===== src/rtl/plc_field_pkg.sv =====
package plc_field_pkg;

    typedef enum logic [2:0] {
        ST_IDLE,
        ST_LEAD,
        ST_GAP,
        ST_MARK,
        ST_EOF_GAP,
        ST_EOF_MARK
    } plc_state_e;

endpackage


===== src/rtl/plc_unit_timer.sv =====
module plc_unit_timer #(
    parameter int CNT_W = 8
) (
    input  logic             clk,
    input  logic             rst_n,
    input  logic             tick,
    input  logic             load,
    input  logic [CNT_W-1:0] load_val,
    output logic             expire
);
    logic [CNT_W-1:0] rem_q;

    // A load takes priority, so a tick in the loading cycle is not counted.
    always_ff @(posedge clk) begin
        if (!rst_n) begin
            rem_q <= '0;
        end else if (load) begin
            rem_q <= load_val;
        end else if (tick && rem_q != '0) begin
            rem_q <= rem_q - 1'b1;
        end
    end

    assign expire = tick && (rem_q == CNT_W'(1));
endmodule


===== src/rtl/plc_bit_sel.sv =====
module plc_bit_sel #(
    parameter int MAX_BITS = 32,
    parameter int CNT_W    = 6
) (
    input  logic                clk,
    input  logic                rst_n,
    input  logic                load,
    input  logic [MAX_BITS-1:0] word,
    input  logic [CNT_W-1:0]    count,
    input  logic                advance,
    output logic                cur_bit,
    output logic                last_bit
);
    localparam int IDX_W = (MAX_BITS > 1) ? $clog2(MAX_BITS) : 1;

    logic [MAX_BITS-1:0] word_q;
    logic [IDX_W-1:0]    idx_q;

    always_ff @(posedge clk) begin
        if (!rst_n) begin
            word_q <= '0;
            idx_q  <= '0;
        end else if (load) begin
            word_q <= word;
            idx_q  <= IDX_W'(count - 1'b1);
        end else if (advance && idx_q != '0) begin
            idx_q  <= idx_q - 1'b1;
        end
    end

    assign cur_bit  = word_q[idx_q];
    assign last_bit = (idx_q == '0);
endmodule


===== src/rtl/plc_field_mod.sv =====
module plc_field_mod
    import plc_field_pkg::*;
#(
    parameter int MAX_BITS = 32,
    parameter int LEAD_U   = 170,
    parameter int GAP_U    = 8,
    parameter int ZERO_U   = 18,
    parameter int ONE_U    = 28,
    parameter int EOF_U    = 38,
    parameter int DUR_W    = 8
) (
    input  logic                              clk,
    input  logic                              rst_n,
    input  logic                              unit_tick,
    input  logic                              start,
    input  logic [MAX_BITS-1:0]               cmd_word,
    input  logic [$clog2(MAX_BITS+1)-1:0]     bit_count,
    output logic                              field_en,
    output logic                              busy,
    output logic                              done
);
    localparam int CW = $clog2(MAX_BITS + 1);
    localparam logic [CW-1:0]    MAX_CNT = CW'(MAX_BITS);
    localparam logic [DUR_W-1:0] D_LEAD  = DUR_W'(LEAD_U);
    localparam logic [DUR_W-1:0] D_GAP   = DUR_W'(GAP_U);
    localparam logic [DUR_W-1:0] D_ZERO  = DUR_W'(ZERO_U);
    localparam logic [DUR_W-1:0] D_ONE   = DUR_W'(ONE_U);
    localparam logic [DUR_W-1:0] D_EOF   = DUR_W'(EOF_U);

    plc_state_e       state_q, state_d;
    logic [CW-1:0]    eff_cnt;
    logic             accept;
    logic             t_load;
    logic [DUR_W-1:0] t_val;
    logic             t_expire;
    logic             b_adv;
    logic             cur_bit;
    logic             last_bit;
    logic             finish;
    logic             hold_q;
    logic             done_q;

    // Counts beyond the word width are clamped to it.
    assign eff_cnt = (bit_count > MAX_CNT) ? MAX_CNT : bit_count;
    assign accept  = (state_q == ST_IDLE) && start && (eff_cnt != '0);

    plc_unit_timer #(.CNT_W(DUR_W)) u_timer (
        .clk      (clk),
        .rst_n    (rst_n),
        .tick     (unit_tick),
        .load     (t_load),
        .load_val (t_val),
        .expire   (t_expire)
    );

    plc_bit_sel #(.MAX_BITS(MAX_BITS), .CNT_W(CW)) u_bits (
        .clk      (clk),
        .rst_n    (rst_n),
        .load     (accept),
        .word     (cmd_word),
        .count    (eff_cnt),
        .advance  (b_adv),
        .cur_bit  (cur_bit),
        .last_bit (last_bit)
    );

    // State register
    always_ff @(posedge clk) begin
        if (!rst_n) begin
            state_q <= ST_IDLE;
        end else begin
            state_q <= state_d;
        end
    end

    // Next state, timer reload and bit advance
    always_comb begin
        state_d = state_q;
        t_load  = 1'b0;
        t_val   = D_GAP;
        b_adv   = 1'b0;
        finish  = 1'b0;
        unique case (state_q)
            ST_IDLE: begin
                if (accept) begin
                    state_d = ST_LEAD;
                    t_load  = 1'b1;
                    t_val   = D_LEAD;
                end
            end
            ST_LEAD: begin
                if (t_expire) begin
                    state_d = ST_GAP;
                    t_load  = 1'b1;
                    t_val   = D_GAP;
                end
            end
            ST_GAP: begin
                if (t_expire) begin
                    state_d = ST_MARK;
                    t_load  = 1'b1;
                    t_val   = cur_bit ? D_ONE : D_ZERO;
                end
            end
            ST_MARK: begin
                if (t_expire) begin
                    t_load = 1'b1;
                    t_val  = D_GAP;
                    if (last_bit) begin
                        state_d = ST_EOF_GAP;
                    end else begin
                        state_d = ST_GAP;
                        b_adv   = 1'b1;
                    end
                end
            end
            ST_EOF_GAP: begin
                if (t_expire) begin
                    state_d = ST_EOF_MARK;
                    t_load  = 1'b1;
                    t_val   = D_EOF;
                end
            end
            ST_EOF_MARK: begin
                if (t_expire) begin
                    state_d = ST_IDLE;
                    finish  = 1'b1;
                end
            end
            default: state_d = ST_IDLE;
        endcase
    end

    // Idle field level and completion pulse
    always_ff @(posedge clk) begin
        if (!rst_n) begin
            hold_q <= 1'b0;
            done_q <= 1'b0;
        end else begin
            done_q <= finish;
            if (finish) begin
                hold_q <= 1'b1;
            end
        end
    end

    // Outputs
    always_comb begin
        unique case (state_q)
            ST_IDLE:     field_en = hold_q;
            ST_LEAD:     field_en = 1'b1;
            ST_GAP:      field_en = 1'b0;
            ST_MARK:     field_en = 1'b1;
            ST_EOF_GAP:  field_en = 1'b0;
            ST_EOF_MARK: field_en = 1'b1;
            default:     field_en = 1'b0;
        endcase
        busy = (state_q != ST_IDLE);
        done = done_q;
    end
endmodule


===== config.mk =====
export PLATFORM = sky130hd
export DESIGN_NAME = plc_field_mod
export DESIGN_NICKNAME = d
export VERILOG_FILES = /design/src/rtl/plc_field_pkg.sv /design/src/rtl/plc_unit_timer.sv /design/src/rtl/plc_bit_sel.sv /design/src/rtl/plc_field_mod.sv
export SDC_FILE = /design/constraint.sdc
export NUM_CORES = 1
export LEC_CHECK = 0
export BUFFER_PORTS_ARGS = -buffer_cell sky130_fd_sc_hd__buf_2
export CELL_PAD_IN_SITES_DETAIL_PLACEMENT = 0
export CELL_PAD_IN_SITES_GLOBAL_PLACEMENT = 2
export CORE_ASPECT_RATIO = 1.75
export CORE_MARGIN = 5
export CORE_UTILIZATION = 32
export DETAILED_ROUTE_END_ITERATION = 8
export HOLD_SLACK_MARGIN = 0.02
export PLACE_DENSITY_LB_ADDON = 0.1
export REMOVE_ABC_BUFFERS = 1
export SKIP_LAST_GASP = 1
export SLEW_MARGIN = 20
export SYNTH_ARGS = -nofsm -noshare
export SYNTH_HDL_FRONTEND = slang
export SYNTH_SLANG_ARGS = --single-unit

===== constraint.sdc =====
create_clock -name clk -period 3.6 [get_ports clk]
set_input_delay 0.72 -clock clk [delete_from_list [all_inputs] [get_ports clk]]
set_output_delay 0.72 -clock clk [all_outputs]
set_load 0.01 [all_outputs]

# After elaboration in Yosys (flattened, before gate mapping)
# Index checks and enable logic that the tools add are counted.
[word_totals]
regBits = 50
in_bits = 42
out_inout_bits = 3
[op_classes]
n_addsub = 3
magnitude_cmp = 2
eq_ne = 12
n_mux = 28
reduce_logical = 16
[ops]
columns = ["op", "n"]
rows = [
  ["8-bit two-way mux", 3],
  ["8-bit case mux with 3 select lines", 1],
  ["3-bit two-way mux", 7],
  ["3-bit case mux with 6 select lines", 1],
  ["5-bit two-way mux", 3],
  ["6-bit two-way mux", 2],
  ["2-bit != test, second input constant", 6],
  ["5-bit by 1-bit subtractor with 5-bit output, second input constant", 2],
  ["8-bit by 1-bit equality test with 1-bit output, second input constant", 1],
  ["8-bit nonzero test", 1],
  ["8-bit by 1-bit subtractor with 8-bit output, second input constant", 1],
  ["1-bit two-way mux", 7],
  ["3-bit by 2-bit equality test with 1-bit output, second input constant", 2],
  ["3-bit equality test, second input constant", 2],
  ["6-bit greater-than comparator, second input constant", 1],
  ["5-bit by 6-bit < comparator with 1-bit output, second input constant", 1],
  ["6-bit AND reduction", 1],
  ["6-bit nonzero test", 1],
  ["1-bit binary-select mux with 5-bit select", 1],
  ["1-bit logical AND", 5],
  ["5-bit logical NOT", 1],
  ["5-bit nonzero test", 1],
  ["4-bit two-way mux", 1],
  ["1-bit case mux with 2 select lines", 2],
  ["other kinds (6)", 7],
]

# Logic depth before layout (Yosys ltp)
[depth]
ltp_word = 7
ltp_mapped = 13
mapped_depth_nobuf = 10

# Hierarchy
# A second synthesis with hierarchy kept.
[unflattened]
hier_cells = 307
hier_area_um2 = 2748.9
[by_module_without_submodules]
columns = ["module", "instances", "cells_each", "area_per_inst_um2", "seq_area_each_um2"]
rows = [
  ["plc_bit_sel", 1, 181, 1767.9, 740.7],
  ["plc_unit_timer", 1, 65, 526.8, 160.2],
  ["plc_field_mod", 1, 61, 454.2, 100.1],
]

# Worst setup path before layout
# Ideal clock, no wire load.
[synth_timing]
path_type = "input-to-reg"
start = "input bit_count[0]"
end = "register u_bits.idx_q[4]"
arrival_time_ps = 2711
setup_slack_ps = 815
cell_stages = 12
n_path_buf = 2
path_cell_list = "or3_1 > o21ai_0 > or2_2 > clkbuf_1 > clkbuf_1 > a21oi_1 > ha_1 > nand3_1 > o21ai_0 > a21oi_1 > o21ai_0 > a31oi_1"
[synth_between]
elab_chain_cells = 5
[synth_lines]
columns = ["item", "line_no", "rtl"]
rows = [
  ["start, declared", "plc_field_mod.sv:17", "input logic [$clog2(MAX_BITS+1)-1:0] bit_count,"],
  ["6-bit greater-than comparator", "plc_field_mod.sv:44", "assign eff_cnt = (bit_count > MAX_CNT) ? MAX_CNT : bit_count;"],
  ["6-bit two-way mux *", "plc_field_mod.sv:44", ""],
  ["parallel branches: the longest is 3 deep, another holds 5-bit by 1-bit subtractor with 5-bit output", "-", ""],
  ["end signal, assigned", "plc_bit_sel.sv:25", "idx_q <= IDX_W'(count - 1'b1);"],
  ["end signal, assigned", "plc_bit_sel.sv:27", "idx_q <= idx_q - 1'b1;"],
  ["end, declared", "plc_bit_sel.sv:17", "logic [IDX_W-1:0] idx_q;"],
]
# Every way passes the cells marked *.
# A chain may end at the register's enable or synchronous reset.

# Worst setup path in the final report
# Ends and elaborated chain as after synthesis.

==> results.txt <==
----------------------------------------------------
[Place]
  HPWL Detailed ... 5.16 mm
  Pre-CTS worst setup slack ... 0.608 ns
  Number of port buffers ... 44
  Global placer's final weighted congestion ... 0.811

[Layout]
  Area used by multi-input combinational logic ... 1460 um2
  Count of antenna diodes in the layout ... 0
  Fillers ... 876
  Area Growth Syn to Fin ... 16.8%
  Sequential cell area in the final layout ... 1000 um2
  Fraction of final layout cells sized beyond drive strength 1 ... 17.1%
  Final net count ... 414

[Logic synthesis]
  Post-synth top area share ... 38.7%
  Synthesized instance count ... 332
  Flip-flop cell with the highest count after synthesis ... sky130_fd_sc_hd__dfxtp_1
  Post-synthesis async set-or-reset flop share ... 0%
  Number of synthesis warnings ... 0
  Share of the yosys chip area belonging to registers ... 38.7%
  EDFF count, synth ... 0
  Mapped cell area ... 2590 um2
  Mean cell area of the mapped netlist ... 7.80 um2
  Distinct cell type count of the synthesized netlist ... 48
  Synth area leader ... sky130_fd_sc_hd__dfxtp_1
  Synth Register Bits ... 50
  Top post-synthesis cells by area ... sky130_fd_sc_hd__dfxtp_1 39%, sky130_fd_sc_hd__nand2_1 11%, sky130_fd_sc_hd__a21oi_1 8.9%, sky130_fd_sc_hd__mux2i_1 6.2%, sky130_fd_sc_hd__nor2_1 2.6%

[Min path]
  Hold_sp ... u_bits.word_q[20]
  Cell count of the worst hold path ... 2
  Worst min-delay path endpoint ... u_bits.word_q[20]
  Kind of path behind the tightest hold check ... reg -> reg

[Worst setup path]
  Worst path max stage delay ... 0.42 ns
  Worst path arrival time ... 2.94 ns
  Setup crit start kind ... input port
  Required @ worst endpoint ... 3.82 ns
  Startpoint of the worst register-to-register path ... u_bits.idx_q[1]
  Register-to-register setup slack ... 1.19 ns
  CP top delay family ... simple AND/OR/NAND/NOR gates
  Count of buffering cells on the critical path with inverters included ... 1
  Chain of cells forming the critical path ... buf_2 -> or3_1 -> o211a_1 -> and3_1 -> a21oi_1 -> ha_1 -> nand2_2 -> or4_1 -> a31oi_1
  Slowest CP cell ... sky130_fd_sc_hd__or3_1
  Category of the critical setup timing path ... in -> reg
  Largest fanout on the critical path ... 9
  Critical Path Sink Type ... register
  Depth of the worst register-to-register path ... 5
  Capture instance of the worst register-to-register path ... u_bits.idx_q[4]

[Floorplan]
  I/O pins ... 45
  Core Footprint ... 7910 um2
  Die Span X ... 78.0 um
  Initial Util ... 32.7%
  Count of standard-cell rows ... 43
  Die span in y ... 129 um
  Die outline area ... 10100 um2

[Routing]
  # DRC ... 0
  First-pass iteration count of the detailed router ... 4
  Post-detailed-route via-to-cell ratio ... 5.15
  Average detailed-routed wire length per instance ... 15.0 um
  Routed Antenna Nets ... 0
  Via count ... 2363
  First DRT Iteration DRCs ... 83
  Aggregate routed wire length ... 6.87 mm

[Clock tree]
  Clock latency on the worst-skew pair ... 0.29 ns
  Worst-case clock buffer depth ... 2
  Number of clock buffers inserted by TritonCTS ... 5
  Number of post-CTS setup repair buffers ... 0
  Clock slew at the register clock pins of the worst setup and hold paths ... 0.06 ns
  Hold buffer count at CTS ... 0
  Post-CTS Resized ... 0
  H-tree lvl count ... 2
  Total number of clock tree sinks ... 50
  Clock root cell ... sky130_fd_sc_hd__clkbuf_16
  TritonCTS clock tree ... built

[STA]
  Final-report hold violation count ... 0
  Min Tclk post-route ... 2.72 ns
  Tightest slew margin relative to the limit ... 36.7%
  Achievable Freq ... 0.368 GHz
  Final Max Slew Viols ... 0
  Final worst-path cycle share ... 75.6%
  Final setup violation count ... 0
  Worst-Margin Slew ... 0.948 ns
  Worst hold slack after final layout ... 0.454 ns
  Setup TNS ... 0 ns
  RSZ-0062 raised after global routing ... false
  Fin Clk Skew ... 0.00319 ns
  Slack of the critical path ... 0.879 ns

[Power]
  Switch share ... 30.2%
  Static Leak ... 1.19 nW
  Reg power frac ... 44.9%
  Clk network pwr share ... 32.1%
  Peak supply drop ... 0.204 mV
  Internal power ... 1.03 mW
  Total power density per cell area ... 488 nW/um2
  Net switching power ... 447 uW
  Fraction of power consumed by combinational cells ... 22.9%

[Global routing]
  Vias in the first global route ... 2468
  Pin count of the biggest net entering global routing ... 36
  Initial antenna violation count ... 0
  First-pass GRT wire length ... 11.3 mm
  Final global-route overflow total ... 0
  Gr usage total ... 14.1%

[Run]
  Max Cap Viol ... 0

[Run status]
  Run status ... finished, final reports clean

----------------------------------------------------
## synth_stat cells (all sizes together) (2+ instances only)
| master | number |
|---|---|
| nor2 | 18 |
| dfxtp | 50 |
| ha | 4 |
| nand2 | 79 |
| clkbuf | 16 |
| and3 | 2 |
| a22oi | 6 |
| o211a | 2 |
| mux2i | 16 |
| or2 | 2 |
| a21oi | 46 |
| or3 | 2 |
| buf | 4 |
| o21ai | 10 |
| o22ai | 4 |
| inv | 11 |
| and2 | 2 |
| a31oi | 4 |
| nor4 | 4 |
| nand3 | 7 |
| a211oi | 2 |
| nor3 | 5 |
| o31ai | 3 |
| xor2 | 3 |
| nand4b | 2 |
| nor2b | 3 |
| or4 | 2 |
| xnor2 | 6 |
| a21o | 2 |
## final cells by class
cell class | instances | area share [%]
clock buffer | 7 | 4.72
clock inverter | 1 | 0.165
inverter | 11 | 1.37
multi-input combinational | 251 | 48.4
sequential | 50 | 33.1
tap | 90 | 3.72
timing repair buffer | 49 | 8.52
## logic make-up (layout without fill, tap and decap cells)
family	count (synthesis)	in the layout	synth area share [%]
compound gates	89	89	20.7
flops	50	50	38.7
fa+ha+maj	4	4	1.93
simple gates	133	133	24.7
xor+xnor	9	9	3.05
mux	16	16	6.19
buf+inv	31	68	4.78
## per-stage QoR
stage / instance area (um2) / total power, mW / util [%] / std cells
6_report: 3020 / 1.48 / 38.2 / 459
2_1_floorplan: 2510 / 0.904 / - / 312
3_3_place_gp: 2880 / 1.02 / 36.4 / 451
5_1_grt: 3020 / 1.57 / 38.2 / 459
4_1_cts: 3020 / 1.50 / 38.2 / 459
3_5_place_dp: 2880 / 1.02 / 36.4 / 451
## layout by cell type (no fill, tap or decap), drive strengths merged, types with 3 or more instances in the layout
master and count:
nand2 79, dfxtp 50, buf 49, a21oi 46, nor2 18, mux2i 16
inv 11, o21ai 10, nand3 7, clkbuf 7, a22oi 6, xnor2 6
nor3 5, o22ai 4, a31oi 4, ha 4, nor4 4, xor2 3
nor2b 3, o31ai 3
## tightest hold or removal path: stages, from the launching register on
cell and delay [ns]:
sky130_fd_sc_hd__dfxtp_1 0.31, sky130_fd_sc_hd__nand2_1 0.05, sky130_fd_sc_hd__a21oi_1 0.05
## power groups by stage
stage | sequential, mW | combinational, mW | clock (mW)
floorplan | 0.661 | 0.243 | 0
global placement | 0.676 | 0.343 | 0
detailed placement | 0.677 | 0.342 | 0
CTS | 0.664 | 0.344 | 0.495
global route | 0.672 | 0.380 | 0.518
finish | 0.664 | 0.339 | 0.475
## layer usage
layer | vias to the layer above | GRT usage (%) | wire, um
met4 | 0 | 5.67 | 135
met3 | 10 | 2.31 | 163
met5 | - | 0 | 0
met2 | 33 | 27.6 | 3900
met1 | 1094 | 14.2 | 2680
li1 | 1226 | - | -
## registers in the layout, summed over array words and instances, names as in the netlist
name and cells:
state_q 3, hold_q 1, u_bits.idx_q 5, done 1, u_bits.word_q 32, u_timer.rem_q 8
## how the worst max path moves through the flow
stage / start / depth (start not counted) / slack (ns) / endpoint
6_report: bit_count[0] / 9 / 0.88 / u_bits.idx_q[4]
3_3_place_gp: bit_count[0] / 9 / 0.65 / u_bits.idx_q[4]
4_1_cts: bit_count[0] / 9 / 0.89 / u_bits.idx_q[4]
5_1_grt: bit_count[0] / 9 / 0.73 / u_bits.idx_q[4]
2_1_floorplan: bit_count[0] / 8 / 0.53 / u_bits.idx_q[4]
3_5_place_dp: bit_count[0] / 9 / 0.61 / u_bits.idx_q[4]
(Power assumes the default switching activity.)
